$ cat src/rtl/eil_pkg.sv
package eil_pkg;
  typedef enum logic [2:0] {
    SEL_STAT  = 3'd0,
    SEL_MSET  = 3'd1,
    SEL_MCLR  = 3'd2,
    SEL_GMASK = 3'd3,
    SEL_LMASK = 3'd4,
    SEL_PRIO  = 3'd5,
    SEL_CFG   = 3'd6
  } reg_sel_e;

  localparam int CFG_RET_BIT  = 0;
  localparam int CFG_EDGE_LSB = 8;
  localparam int CFG_GRP_LSB  = 16;
endpackage

$ cat src/rtl/eil_sync.sv
module eil_sync #(
  parameter int W = 8
) (
  input  logic         clk,
  input  logic         rst_n,
  input  logic [W-1:0] async_i,
  output logic [W-1:0] sync_o
);
  logic [W-1:0] meta_q, stab_q;

  always_ff @(posedge clk or negedge rst_n) begin
    if (!rst_n) begin
      meta_q <= '0;
      stab_q <= '0;
    end else begin
      meta_q <= async_i;
      stab_q <= meta_q;
    end
  end

  assign sync_o = stab_q;
endmodule

$ cat src/rtl/eil_regs.sv
module eil_regs
  import eil_pkg::*;
#(
  parameter int NUM_PINS = 8,
  parameter int GRP_W    = 4,
  parameter int PRIO_W   = 4,
  parameter int DATA_W   = 32,
  localparam int NUM_GRPS = NUM_PINS / GRP_W,
  localparam int NUM_LVLS = 1 << GRP_W,
  localparam int PRIO_TW  = NUM_PINS * PRIO_W
) (
  input  logic                clk,
  input  logic                rst_n,
  input  logic                wr_i,
  input  logic                rd_i,
  input  logic [2:0]          addr_i,
  input  logic [DATA_W-1:0]   wdata_i,
  output logic [DATA_W-1:0]   rdata_o,
  input  logic [NUM_PINS-1:0] pend_i,
  output logic [NUM_PINS-1:0] mask_o,
  output logic [NUM_GRPS-1:0] gmask_o,
  output logic [NUM_LVLS-1:0] lmask_o,
  output logic [PRIO_TW-1:0]  prio_o,
  output logic                ret_off_o,
  output logic [NUM_PINS-1:0] edge_sel_o,
  output logic [NUM_GRPS-1:0] grp_en_o,
  output logic                stat_rd_o,
  output logic                stat_wr_o,
  output logic [NUM_PINS-1:0] mset_o,
  output logic [NUM_GRPS-1:0] gset_o
);
  reg_sel_e sel;
  logic     wr_mset, wr_mclr, wr_gmask, wr_lmask, wr_prio, wr_cfg;

  assign sel      = reg_sel_e'(addr_i);
  assign wr_mset  = wr_i && (sel == SEL_MSET);
  assign wr_mclr  = wr_i && (sel == SEL_MCLR);
  assign wr_gmask = wr_i && (sel == SEL_GMASK);
  assign wr_lmask = wr_i && (sel == SEL_LMASK);
  assign wr_prio  = wr_i && (sel == SEL_PRIO);
  assign wr_cfg   = wr_i && (sel == SEL_CFG);

  assign stat_rd_o = rd_i && (sel == SEL_STAT);
  assign stat_wr_o = wr_i && (sel == SEL_STAT);
  assign mset_o    = wr_mset  ? wdata_i[NUM_PINS-1:0] : '0;
  assign gset_o    = wr_gmask ? wdata_i[NUM_GRPS-1:0] : '0;

  always_ff @(posedge clk or negedge rst_n) begin
    if (!rst_n) begin
      mask_o     <= '1;
      gmask_o    <= '1;
      lmask_o    <= '1;
      prio_o     <= '0;
      ret_off_o  <= 1'b0;
      edge_sel_o <= '0;
      grp_en_o   <= '0;
    end else begin
      if (wr_mset)       mask_o <= mask_o | wdata_i[NUM_PINS-1:0];
      else if (wr_mclr)  mask_o <= mask_o & ~wdata_i[NUM_PINS-1:0];
      if (wr_gmask) gmask_o <= wdata_i[NUM_GRPS-1:0];
      if (wr_lmask) lmask_o <= wdata_i[NUM_LVLS-1:0];
      if (wr_prio)  prio_o  <= wdata_i[PRIO_TW-1:0];
      if (wr_cfg) begin
        ret_off_o  <= wdata_i[CFG_RET_BIT];
        edge_sel_o <= wdata_i[CFG_EDGE_LSB +: NUM_PINS];
        grp_en_o   <= wdata_i[CFG_GRP_LSB +: NUM_GRPS];
      end
    end
  end

  always_comb begin
    rdata_o = '0;
    unique case (sel)
      SEL_STAT:  rdata_o[NUM_PINS-1:0] = pend_i;
      SEL_MSET:  rdata_o[NUM_PINS-1:0] = mask_o;
      SEL_GMASK: rdata_o[NUM_GRPS-1:0] = gmask_o;
      SEL_LMASK: rdata_o[NUM_LVLS-1:0] = lmask_o;
      SEL_PRIO:  rdata_o[PRIO_TW-1:0]  = prio_o;
      SEL_CFG: begin
        rdata_o[CFG_RET_BIT]               = ret_off_o;
        rdata_o[CFG_EDGE_LSB +: NUM_PINS]  = edge_sel_o;
        rdata_o[CFG_GRP_LSB +: NUM_GRPS]   = grp_en_o;
      end
      default:   rdata_o = '0;
    endcase
  end

  // a mask set write leaves every written bit masked on the next cycle
  p_mset_sets_r1: assert property (@(posedge clk) disable iff (!rst_n)
    wr_mset |=> ((mask_o & $past(wdata_i[NUM_PINS-1:0])) == $past(wdata_i[NUM_PINS-1:0])));
endmodule

$ cat src/rtl/eil_pin_chan.sv
module eil_pin_chan (
  input  logic clk,
  input  logic rst_n,
  input  logic sync_i,
  input  logic edge_mode_i,
  input  logic masked_i,
  input  logic prio_nz_i,
  input  logic grp_sel_i,
  input  logic ret_off_i,
  input  logic stat_rd_i,
  input  logic stat_wr_i,
  input  logic stat_wbit_i,
  input  logic mset_i,
  output logic pend_o
);
  logic prev_q, held_q, qual_q;
  logic live, edge_det, level_det, clr_edge;

  assign live      = sync_i & ~masked_i & prio_nz_i & ~grp_sel_i;
  assign edge_det  = edge_mode_i & live & ~prev_q;
  assign level_det = ~edge_mode_i & live;
  assign clr_edge  = stat_wr_i & ~stat_wbit_i & qual_q;

  always_ff @(posedge clk or negedge rst_n) begin
    if (!rst_n) begin
      prev_q <= 1'b0;
      held_q <= 1'b0;
      qual_q <= 1'b0;
    end else begin
      prev_q <= sync_i;
      if (edge_mode_i) begin
        if (edge_det)      held_q <= 1'b1;
        else if (clr_edge) held_q <= 1'b0;
      end else begin
        if (ret_off_i)     held_q <= 1'b0;
        else if (mset_i)   held_q <= 1'b0;
        else if (level_det) held_q <= 1'b1;
      end
      if (stat_rd_i)                 qual_q <= pend_o & edge_mode_i;
      else if (clr_edge && !edge_det) qual_q <= 1'b0;
    end
  end

  assign pend_o = (!edge_mode_i && ret_off_i) ? level_det : held_q;

  // a detected edge always leaves the flag set
  p_edge_sets_r2: assert property (@(posedge clk) disable iff (!rst_n)
    edge_det |=> held_q);
  // an unqualified write of 0 leaves an edge flag alone
  p_unqual_keep_r3: assert property (@(posedge clk) disable iff (!rst_n)
    (edge_mode_i && held_q && stat_wr_i && !qual_q) |=> held_q);
  // a qualified write of 0 with no new edge drops the flag
  p_qual_clear_r3: assert property (@(posedge clk) disable iff (!rst_n)
    (edge_mode_i && stat_wr_i && !stat_wbit_i && qual_q && !edge_det) |=> !held_q);
  // mask set write does not touch an edge flag
  p_mask_keep_r4: assert property (@(posedge clk) disable iff (!rst_n)
    (edge_mode_i && held_q && mset_i && !stat_wr_i) |=> held_q);
  // mask set write clears a retained level flag
  p_lvl_clear_r5: assert property (@(posedge clk) disable iff (!rst_n)
    (!edge_mode_i && !ret_off_i && mset_i) |=> !held_q);
  // without a mask write a retained level flag persists
  p_lvl_keep_r6: assert property (@(posedge clk) disable iff (!rst_n)
    (!edge_mode_i && !ret_off_i && held_q && !mset_i) |=> held_q);
  // nothing is retained for a level pin in no-retention mode
  p_no_retain_r9: assert property (@(posedge clk) disable iff (!rst_n)
    (!edge_mode_i && ret_off_i) |=> !held_q);
  // a clear colliding with a new edge keeps the flag
  p_edge_wins_r10: assert property (@(posedge clk) disable iff (!rst_n)
    (edge_det && clr_edge) |=> held_q);
endmodule

$ cat src/rtl/eil_grp_chan.sv
module eil_grp_chan #(
  parameter int GRP_W = 4,
  localparam int NUM_LVLS = 1 << GRP_W
) (
  input  logic                clk,
  input  logic                rst_n,
  input  logic [GRP_W-1:0]    sync_i,
  input  logic                grp_en_i,
  input  logic                gmask_i,
  input  logic [NUM_LVLS-1:0] lmask_i,
  input  logic                ret_off_i,
  input  logic                gset_i,
  output logic                pend_o,
  output logic [GRP_W-1:0]    lvl_o
);
  logic             held_q;
  logic [GRP_W-1:0] lvl_q;
  logic             live_det;

  assign live_det = grp_en_i & ~gmask_i & (sync_i != '0) & ~lmask_i[sync_i];

  always_ff @(posedge clk or negedge rst_n) begin
    if (!rst_n) begin
      held_q <= 1'b0;
      lvl_q  <= '0;
    end else if (ret_off_i || gset_i) begin
      held_q <= 1'b0;
      lvl_q  <= '0;
    end else if (live_det && !held_q) begin
      held_q <= 1'b1;
      lvl_q  <= sync_i;
    end
  end

  assign pend_o = ret_off_i ? live_det : held_q;
  assign lvl_o  = ret_off_i ? (live_det ? sync_i : '0) : lvl_q;

  // writing 1 to the group mask bit clears the group request
  p_grp_clear_r7: assert property (@(posedge clk) disable iff (!rst_n)
    (!ret_off_i && gset_i) |=> !held_q);
  // level mask changes never drop a retained group request
  p_lmask_keep_r8: assert property (@(posedge clk) disable iff (!rst_n)
    (held_q && !ret_off_i && !gset_i) |=> held_q);
  // the captured level is frozen while retained
  p_lvl_stable_r7: assert property (@(posedge clk) disable iff (!rst_n)
    (held_q && !ret_off_i && !gset_i) |=> $stable(lvl_q));
  // a retained level is never zero
  p_lvl_nz_r7: assert property (@(posedge clk) disable iff (!rst_n)
    held_q |-> (lvl_q != '0));
endmodule

$ cat src/rtl/ext_irq_latch.sv
module ext_irq_latch
  import eil_pkg::*;
#(
  parameter int NUM_PINS = 8,
  parameter int GRP_W    = 4,
  parameter int PRIO_W   = 4,
  parameter int DATA_W   = 32,
  localparam int NUM_GRPS = NUM_PINS / GRP_W,
  localparam int NUM_LVLS = 1 << GRP_W,
  localparam int PRIO_TW  = NUM_PINS * PRIO_W
) (
  input  logic                      clk,
  input  logic                      rst_n,
  input  logic [NUM_PINS-1:0]       irq_pin_i,
  input  logic                      reg_wr_i,
  input  logic                      reg_rd_i,
  input  logic [2:0]                reg_addr_i,
  input  logic [DATA_W-1:0]         reg_wdata_i,
  output logic [DATA_W-1:0]         reg_rdata_o,
  output logic [NUM_PINS-1:0]       pin_pend_o,
  output logic [NUM_GRPS-1:0]       grp_pend_o,
  output logic [NUM_GRPS*GRP_W-1:0] grp_lvl_o
);
  logic [NUM_PINS-1:0] pin_sync, mask, edge_sel, mset;
  logic [NUM_GRPS-1:0] gmask, grp_en, gset;
  logic [NUM_LVLS-1:0] lmask;
  logic [PRIO_TW-1:0]  prio;
  logic                ret_off, stat_rd, stat_wr;

  eil_sync #(.W(NUM_PINS)) sync_i (
    .clk(clk), .rst_n(rst_n), .async_i(irq_pin_i), .sync_o(pin_sync)
  );

  eil_regs #(
    .NUM_PINS(NUM_PINS), .GRP_W(GRP_W), .PRIO_W(PRIO_W), .DATA_W(DATA_W)
  ) regs_i (
    .clk(clk), .rst_n(rst_n),
    .wr_i(reg_wr_i), .rd_i(reg_rd_i), .addr_i(reg_addr_i),
    .wdata_i(reg_wdata_i), .rdata_o(reg_rdata_o), .pend_i(pin_pend_o),
    .mask_o(mask), .gmask_o(gmask), .lmask_o(lmask), .prio_o(prio),
    .ret_off_o(ret_off), .edge_sel_o(edge_sel), .grp_en_o(grp_en),
    .stat_rd_o(stat_rd), .stat_wr_o(stat_wr), .mset_o(mset), .gset_o(gset)
  );

  for (genvar p = 0; p < NUM_PINS; p++) begin : g_pin
    eil_pin_chan pin_i (
      .clk(clk), .rst_n(rst_n),
      .sync_i(pin_sync[p]),
      .edge_mode_i(edge_sel[p]),
      .masked_i(mask[p]),
      .prio_nz_i(|prio[p*PRIO_W +: PRIO_W]),
      .grp_sel_i(grp_en[p / GRP_W]),
      .ret_off_i(ret_off),
      .stat_rd_i(stat_rd),
      .stat_wr_i(stat_wr),
      .stat_wbit_i(reg_wdata_i[p]),
      .mset_i(mset[p]),
      .pend_o(pin_pend_o[p])
    );
  end

  for (genvar g = 0; g < NUM_GRPS; g++) begin : g_grp
    eil_grp_chan #(.GRP_W(GRP_W)) grp_i (
      .clk(clk), .rst_n(rst_n),
      .sync_i(pin_sync[g*GRP_W +: GRP_W]),
      .grp_en_i(grp_en[g]),
      .gmask_i(gmask[g]),
      .lmask_i(lmask),
      .ret_off_i(ret_off),
      .gset_i(gset[g]),
      .pend_o(grp_pend_o[g]),
      .lvl_o(grp_lvl_o[g*GRP_W +: GRP_W])
    );
  end

  // a single access strobe per cycle is assumed of the register port
  p_one_strobe_r1: assert property (@(posedge clk) disable iff (!rst_n)
    !(reg_wr_i && reg_rd_i));
endmodule

$ cat config.mk
export PLATFORM = sky130hd
export DESIGN_NAME = ext_irq_latch
export DESIGN_NICKNAME = d
export VERILOG_FILES = /design/src/rtl/eil_pkg.sv /design/src/rtl/eil_sync.sv /design/src/rtl/eil_regs.sv /design/src/rtl/eil_pin_chan.sv /design/src/rtl/eil_grp_chan.sv /design/src/rtl/ext_irq_latch.sv
export SDC_FILE = /design/constraint.sdc
export NUM_CORES = 1
export LEC_CHECK = 0
export CORE_UTILIZATION = 54
export DETAILED_ROUTE_END_ITERATION = 7
export PLACE_DENSITY_LB_ADDON = 0.08
export SLEW_MARGIN = 20
export SYNTH_ARGS = -nofsm -noshare
export SYNTH_HDL_FRONTEND = slang
export SYNTH_SLANG_ARGS = --single-unit
$ cat constraint.sdc
create_clock -name clk -period 3 [get_ports clk]
set_input_delay 0.6 -clock clk [delete_from_list [all_inputs] [get_ports clk]]
set_output_delay 0.6 -clock clk [all_outputs]
set_load 0.02 [all_outputs]
# Word level (Yosys, flattened, before mapping)
# Cells that the tools add are included.
dict set report word_totals {
  reg_bits 119
  latch_bits 0
  mem_bits_rw 0
  mem_bits_ro 0
  out_inout_bits 50
  word_cells 356
  memories 0
}
dict set report classes {
  addsub 0
  n_mul 0
  div_mod_pow 0
  magnitude_cmp 2
  n_eq_ne 14
  shifts 0
  n_mux 100
  n_bitwise 119
  reduce_logical 84
}
# cell n
set op_table {}
lappend op_table {{two-way mux 1 bit} 80}
lappend op_table {{AND 1 bit} 78}
lappend op_table {{nonzero test 4 bit} 10}
lappend op_table {{inverter 1 bit} 38}
lappend op_table {{two-way mux 4 bit} 8}
lappend op_table {{OR reduction 4 bit} 8}
lappend op_table {{logical AND 1 bit} 26}
lappend op_table {{two-way mux 8 bit} 3}
lappend op_table {{inequality test 3 x 1 -> 1 bit (second input constant)} 8}
lappend op_table {{one-hot mux 6 bit (4 select lines)} 1}
lappend op_table {{one-hot mux 8 bit (3 select lines)} 1}
lappend op_table {{nonzero test 2 bit} 11}
lappend op_table {{logical NOT 1 bit} 18}
lappend op_table {{AND reduction 2 bit} 8}
lappend op_table {{two-way mux 14 bit} 1}
lappend op_table {{less-than comparator 4 x 5 -> 1 bit (second input constant)} 2}
lappend op_table {{equality test 3 bit (second input constant)} 3}
lappend op_table {{AND 8 bit} 1}
lappend op_table {{binary-select mux 1 bit (select 4 bit)} 2}
lappend op_table {{inverter 8 bit} 1}
lappend op_table {{bitwise OR 8 bit} 1}
lappend op_table {{equality test 3 x 2 -> 1 bit (second input constant)} 2}
lappend op_table {{one-hot mux 1 bit (6 select lines)} 1}
lappend op_table {{one-hot mux 1 bit (5 select lines)} 1}
lappend op_table {{other kinds (5)} 6}

# Logic depth before layout (Yosys ltp)
dict set report depth {
  depth_word 10
  mapped_depth 7
}

# Modules after synthesis
# A second synthesis with hierarchy kept.
dict set report unflattened {
  cells_unflattened 536
  hier_area_um2 6364.9
}
# module n_inst cells_each area_per_inst_um2 seq_area_each_um2
set modules_own_cells {}
lappend modules_own_cells {eil_regs 1 260 3492.1 1759.2}
lappend modules_own_cells {eil_pin_chan 8 18 171.4 75.1}
lappend modules_own_cells {eil_grp_chan 2 54 520.5 125.1}
lappend modules_own_cells {eil_sync 1 16 400.4 400.4}
lappend modules_own_cells {ext_irq_latch 1 8 60.1 0.0}

# Least setup slack after synthesis
# OpenSTA, ideal clock, no wires.
dict set report synth_path {
  path_type {input to output}
  from {in reg_addr_i[0]}
  to {out reg_rdata_o[1]}
  t_arrival_ps 1898
  slack_ps 502
  cell_stages 4
  cell_sequence {buf_2 > buf_2 > mux4_2 > o21a_1}
}
dict set report synth_via {
  elab_chain_cells 2
}
# element line
set synth_rtl {}
lappend synth_rtl {{start: declaration} ext_irq_latch.sv:17} ;# input logic [2:0] reg_addr_i,
lappend synth_rtl {{equality test 3 bit (tied with other cells)} eil_regs.sv:73} ;# unique case (sel)
lappend synth_rtl {{one-hot mux 1 bit (5 select lines) (*)} eil_regs.sv:73}
lappend synth_rtl {{end: declaration} ext_irq_latch.sv:19} ;# output logic [DATA_W-1:0] reg_rdata_o,
# Mark *: on every way between the ends. The rest lies on a longest branch, timed or not.

# Worst setup path after layout
dict set report layout_path {
  from {reg regs_i.prio_o[5]}
  to {out reg_rdata_o[1]}
}
dict set report layout_via {
  elab_chain_cells 6
}
# element line
set layout_rtl {}
lappend layout_rtl {{start: declaration} eil_regs.sv:23} ;# output logic [PRIO_TW-1:0] prio_o,
lappend layout_rtl {{start signal: assignment} eil_regs.sv:62} ;# if (wr_prio) prio_o <= wdata_i[PRIO_TW-1:0];
lappend layout_rtl {{OR reduction 4 bit} ext_irq_latch.sv:51} ;# .prio_nz_i(|prio[p*PRIO_W +: PRIO_W]),
lappend layout_rtl {{AND 1 bit (2 in a row)} eil_pin_chan.sv:19} ;# assign live = sync_i & ~masked_i & prio_nz_i & ~grp_sel_i;
lappend layout_rtl {{AND 1 bit} eil_pin_chan.sv:21} ;# assign level_det = ~edge_mode_i & live;
lappend layout_rtl {{two-way mux 1 bit} eil_pin_chan.sv:44} ;# assign pend_o = (!edge_mode_i && ret_off_i) ? level_det : held_q;
lappend layout_rtl {{one-hot mux 1 bit (5 select lines)} eil_regs.sv:73}
# No other way between the ends.

==> results.json <==
{
  "min_period_ns": 3.012,
  "grt_start_max_net_pins": 50,
  "holdCritPathClass": "input pin to async pin",
  "worstSetupStartpoint": "regs_i.prio_o[5]",
  "grtUsageMet2_pct": 50.40,
  "tritoncts": "done",
  "drc": 0,
  "ant_nets": 0,
  "ys.flop_type": "dfrtp_1",
  "gr-max-usage-layer": "met2",
  "setup_violations": 1,
  "startpoint_type": "flop",
  "clockBufferDepth": 2,
  "use_met3_pct": 8.667,
  "yosysMostFrequentCell": "dfrtp_1",
  "fmax_ghz": 0.3320,
  "cts-root-buf": "clkbuf_16",
  "slew_headroom_pct": 57.75,
  "reg2reg_from": "sync_i.sync_o[0]",
  "fin_cells": 870,
  "ff2ff_path_depth": 8,
  "dp_hpwl_um": 12280,
  "syn_inst": 574,
  "routedWlPerCell_um": 20.31,
  "synth_top_cell_by_area": "dfrtp_1",
  "place_inst": 825,
  "grt_usage_pct": 32.64,
  "max_cap_viol_count": 0,
  "gp_congestion": 0.9217,
  "grt_pass1_vias": 5347,
  "crit_arrival_ns": 2.41,
  "grt_pass1_wl_um": 28030,
  "setup_ws_ns": -0.01216,
  "synth-edff-count": 0,
  "insertion_delay_ns": 0.43,
  "avgSynthCellArea_um2": 10.80,
  "yosys_warnings": 0,
  "synth_area_mm2": 0.006198,
  "critPathCaptureType": "primary output",
  "synth_common_cells": "dfrtp_1 (93), mux2_2 (75), nand2_1 (70)",
  "wl_um": 17670,
  "finClkSkew_ns": 0.007462,
  "setup_tns_ns": -0.01216,
  "post-route-period-util_pct": 100.4,
  "std_cell_rows": 38,
  "crit_required_ns": 2.40,
  "vias": 5257,
  "leakagePower_nw": 3.791,
  "fin_util_pct": 76.33,
  "synthTopCellsByArea": "dfrtp_1 (38%), mux2_2 (14%), dfstp_2 (11%), nand2_1 (4.2%), mux2i_1 (3.2%)",
  "grtUsageMet1_pct": 43.01,
  "crit_type": "flop to primary output",
  "finalInstanceArea_mm2": 0.008419,
  "r2r_end": "g_grp[0].grp_i.lvl_q[1]",
  "antenna_cells": 0,
  "die_area_mm2": 0.01191,
  "ios": 97,
  "cts_max_level": 4,
  "antenna_found_initial": 0,
  "gr-total-overflow": 0,
  "ff2ff_setup_slack_ns": 0.83,
  "final_nets": 764,
  "start_util_pct": 56.19,
  "drt_pre_antenna_iters": 5,
  "die_h_um": 109.1,
  "placed_area_mm2": 0.007582,
  "drv_slew": 0,
  "synth-async-reset-ratio_pct": 100.0,
  "whs_ns": 0.1687,
  "synthToLayoutAreaGrowth_pct": 35.83,
  "ys_seq_area_share_pct": 48.57,
  "run_status": "finished with violations",
  "syn_nets": 621,
  "finalHoldViolations": 0,
  "p_per_area_mw_per_mm2": 682.3,
  "fp.dieW_um": 109.1,
  "vias_per_cell": 6.043,
  "slowest_delay_ns": 0.58,
  "tightest_slew_ns": 0.6320,
  "synth_cell_types": 56,
  "violations": "setup timing",
  "cts.clk_slew.worst_paths_ns": 0.05,
  "ir_drop_v": 0.0004855,
  "grt_setup_unrepaired": "yes",
  "cts_made_buffers": 17,
  "drive_above_1_share_pct": 36.44,
  "io_buffers": 96,
  "synthDominantCellAreaShare_pct": 37.55,
  "fill_cells": 745,
  "crit_end": "reg_rdata_o[1]",
  "core_mm2": 0.01103,
  "worstPathCellList": "or4_4 -> nand3_4 -> o31ai_4 -> mux4_2 -> o21a_1 -> buf_6",
  "cts.sinks": 119,
  "detail_route.iter0.violations": 421,
  "cp_max_fo": 3,
  "slowest_stage": "or4_4",
  "synth_seq_cells": 119
}
==> power breakdown <==
| group | total, mW | leakage [nW] | switching (mW) | internal (mW) |
|---|---|---|---|---|
| clock network | 2.22 | 0.315 | 0.705 | 1.51 |
| logic | 1.35 | 2.05 | 0.656 | 0.693 |
| registers | 2.18 | 1.42 | 0.273 | 1.91 |
| total | 5.74 | 3.79 | 1.63 | 4.11 |
==> critical path, delay by kind of cell (launching register included) <==
| family | cells | cell delay, ns |
|---|---|---|
| mux | 1 | 0.47 |
| flops | 1 | 0.40 |
| simple gates | 2 | 0.70 |
| compound gates | 2 | 0.28 |
| buf+inv | 1 | 0.13 |
==> cells by family (layout without fill, tap and decap cells) <==
logic type | Yosys count | after routing | synth area share, %
mux | 105 | 105 | 20.25
buf+inv | 63 | 219 | 4.905
flops | 119 | 119 | 48.57
compound gates | 97 | 97 | 10.64
simple gates | 190 | 190 | 15.64
==> worst min-delay path by stage <==
| stage | endpoint | slack (ns) |
|---|---|---|
| 2_1_floorplan | g_grp[0].grp_i.held_q | 0.30 |
| 3_3_place_gp | sync_i.sync_o[3] | 0.33 |
| 3_5_place_dp | sync_i.sync_o[0] | 0.34 |
| 4_1_cts | regs_i.prio_o[30] | 0.18 |
| 5_1_grt | g_pin[7].pin_i.prev_q | 0.20 |
| 6_report | g_pin[7].pin_i.prev_q | 0.17 |
==> through the flow <==
stage / power (mW) / setup WS (ns)
2_1_floorplan: 2.865 / 0.5024
3_3_place_gp: 3.390 / -0.1303
3_5_place_dp: 3.441 / -0.1406
4_1_cts: 5.692 / -0.1365
5_1_grt: 5.984 / -0.06256
6_report: 5.744 / -0.01216
==> final cells by class <==
type	instances	area [um2]	share of cell area (%)
Clock buffer	23	467.9	5.558
Inverter	15	56.30	0.6687
Timing Repair Buffer	172	1476	17.54
Sequential cell	119	3013	35.79
Clock inverter	9	173.9	2.066
Tap cell	140	175.2	2.081
Multi-Input combinational cell	392	3057	36.31
==> routing by layer <==
layer / vias to the layer above / routed length, um
li1: 2345 / -
met1: 2647 / 7539
met2: 223 / 8411
met3: 42 / 1234
met4: 0 / 489
met5: - / 0
==> timing repair <==
item,CTS,global route
setup endpoints to repair,44,17
hold buffers,0,0
buffers inserted,5,8
resized for setup,101,34
pin swaps,10,15
==> registers in the layout (all words and copies together), names as in the netlist, named ones only <==
name	flops
regs_i.prio_o	32
regs_i.lmask_o	16
g_grp.grp_i.lvl_q	8
g_pin.pin_i.held_q	8
g_pin.pin_i.prev_q	8
g_pin.pin_i.qual_q	8
regs_i.edge_sel_o	8
sync_i.meta_q	8
sync_i.sync_o	8
g_grp.grp_i.held_q	2
regs_i.gmask_o	2
regs_i.grp_en_o	2
regs_i.ret_off_o	1
==> layout by cell type, fill, tap and decap left out, drive strengths merged, types with 4 or more instances in the layout <==
cell           synthesis  routed
a21oi                 21      21
a22oi                 11      11
a311oi                 6       6
and2                  11      11
and3                  16      16
buf                   27      93
bufinv                 0       5
clkbuf                21      24
clkdlybuf4s50          0      53
clkinv                 0       4
dfrtp                 93      93
dfstp                 26      26
dlygate4sd2            0      25
inv                   15      15
mux2                  77      77
mux2i                 20      20
mux4                   8       8
nand2                 70      70
nand3                 10      10
nor2                  35      35
nor2b                 16      16
nor4                   9       9
nor4b                  6       6
o21ai                 25      25
o22ai                  7       7
o2bb2ai                8       8
Power figures use the tool's default switching activity.
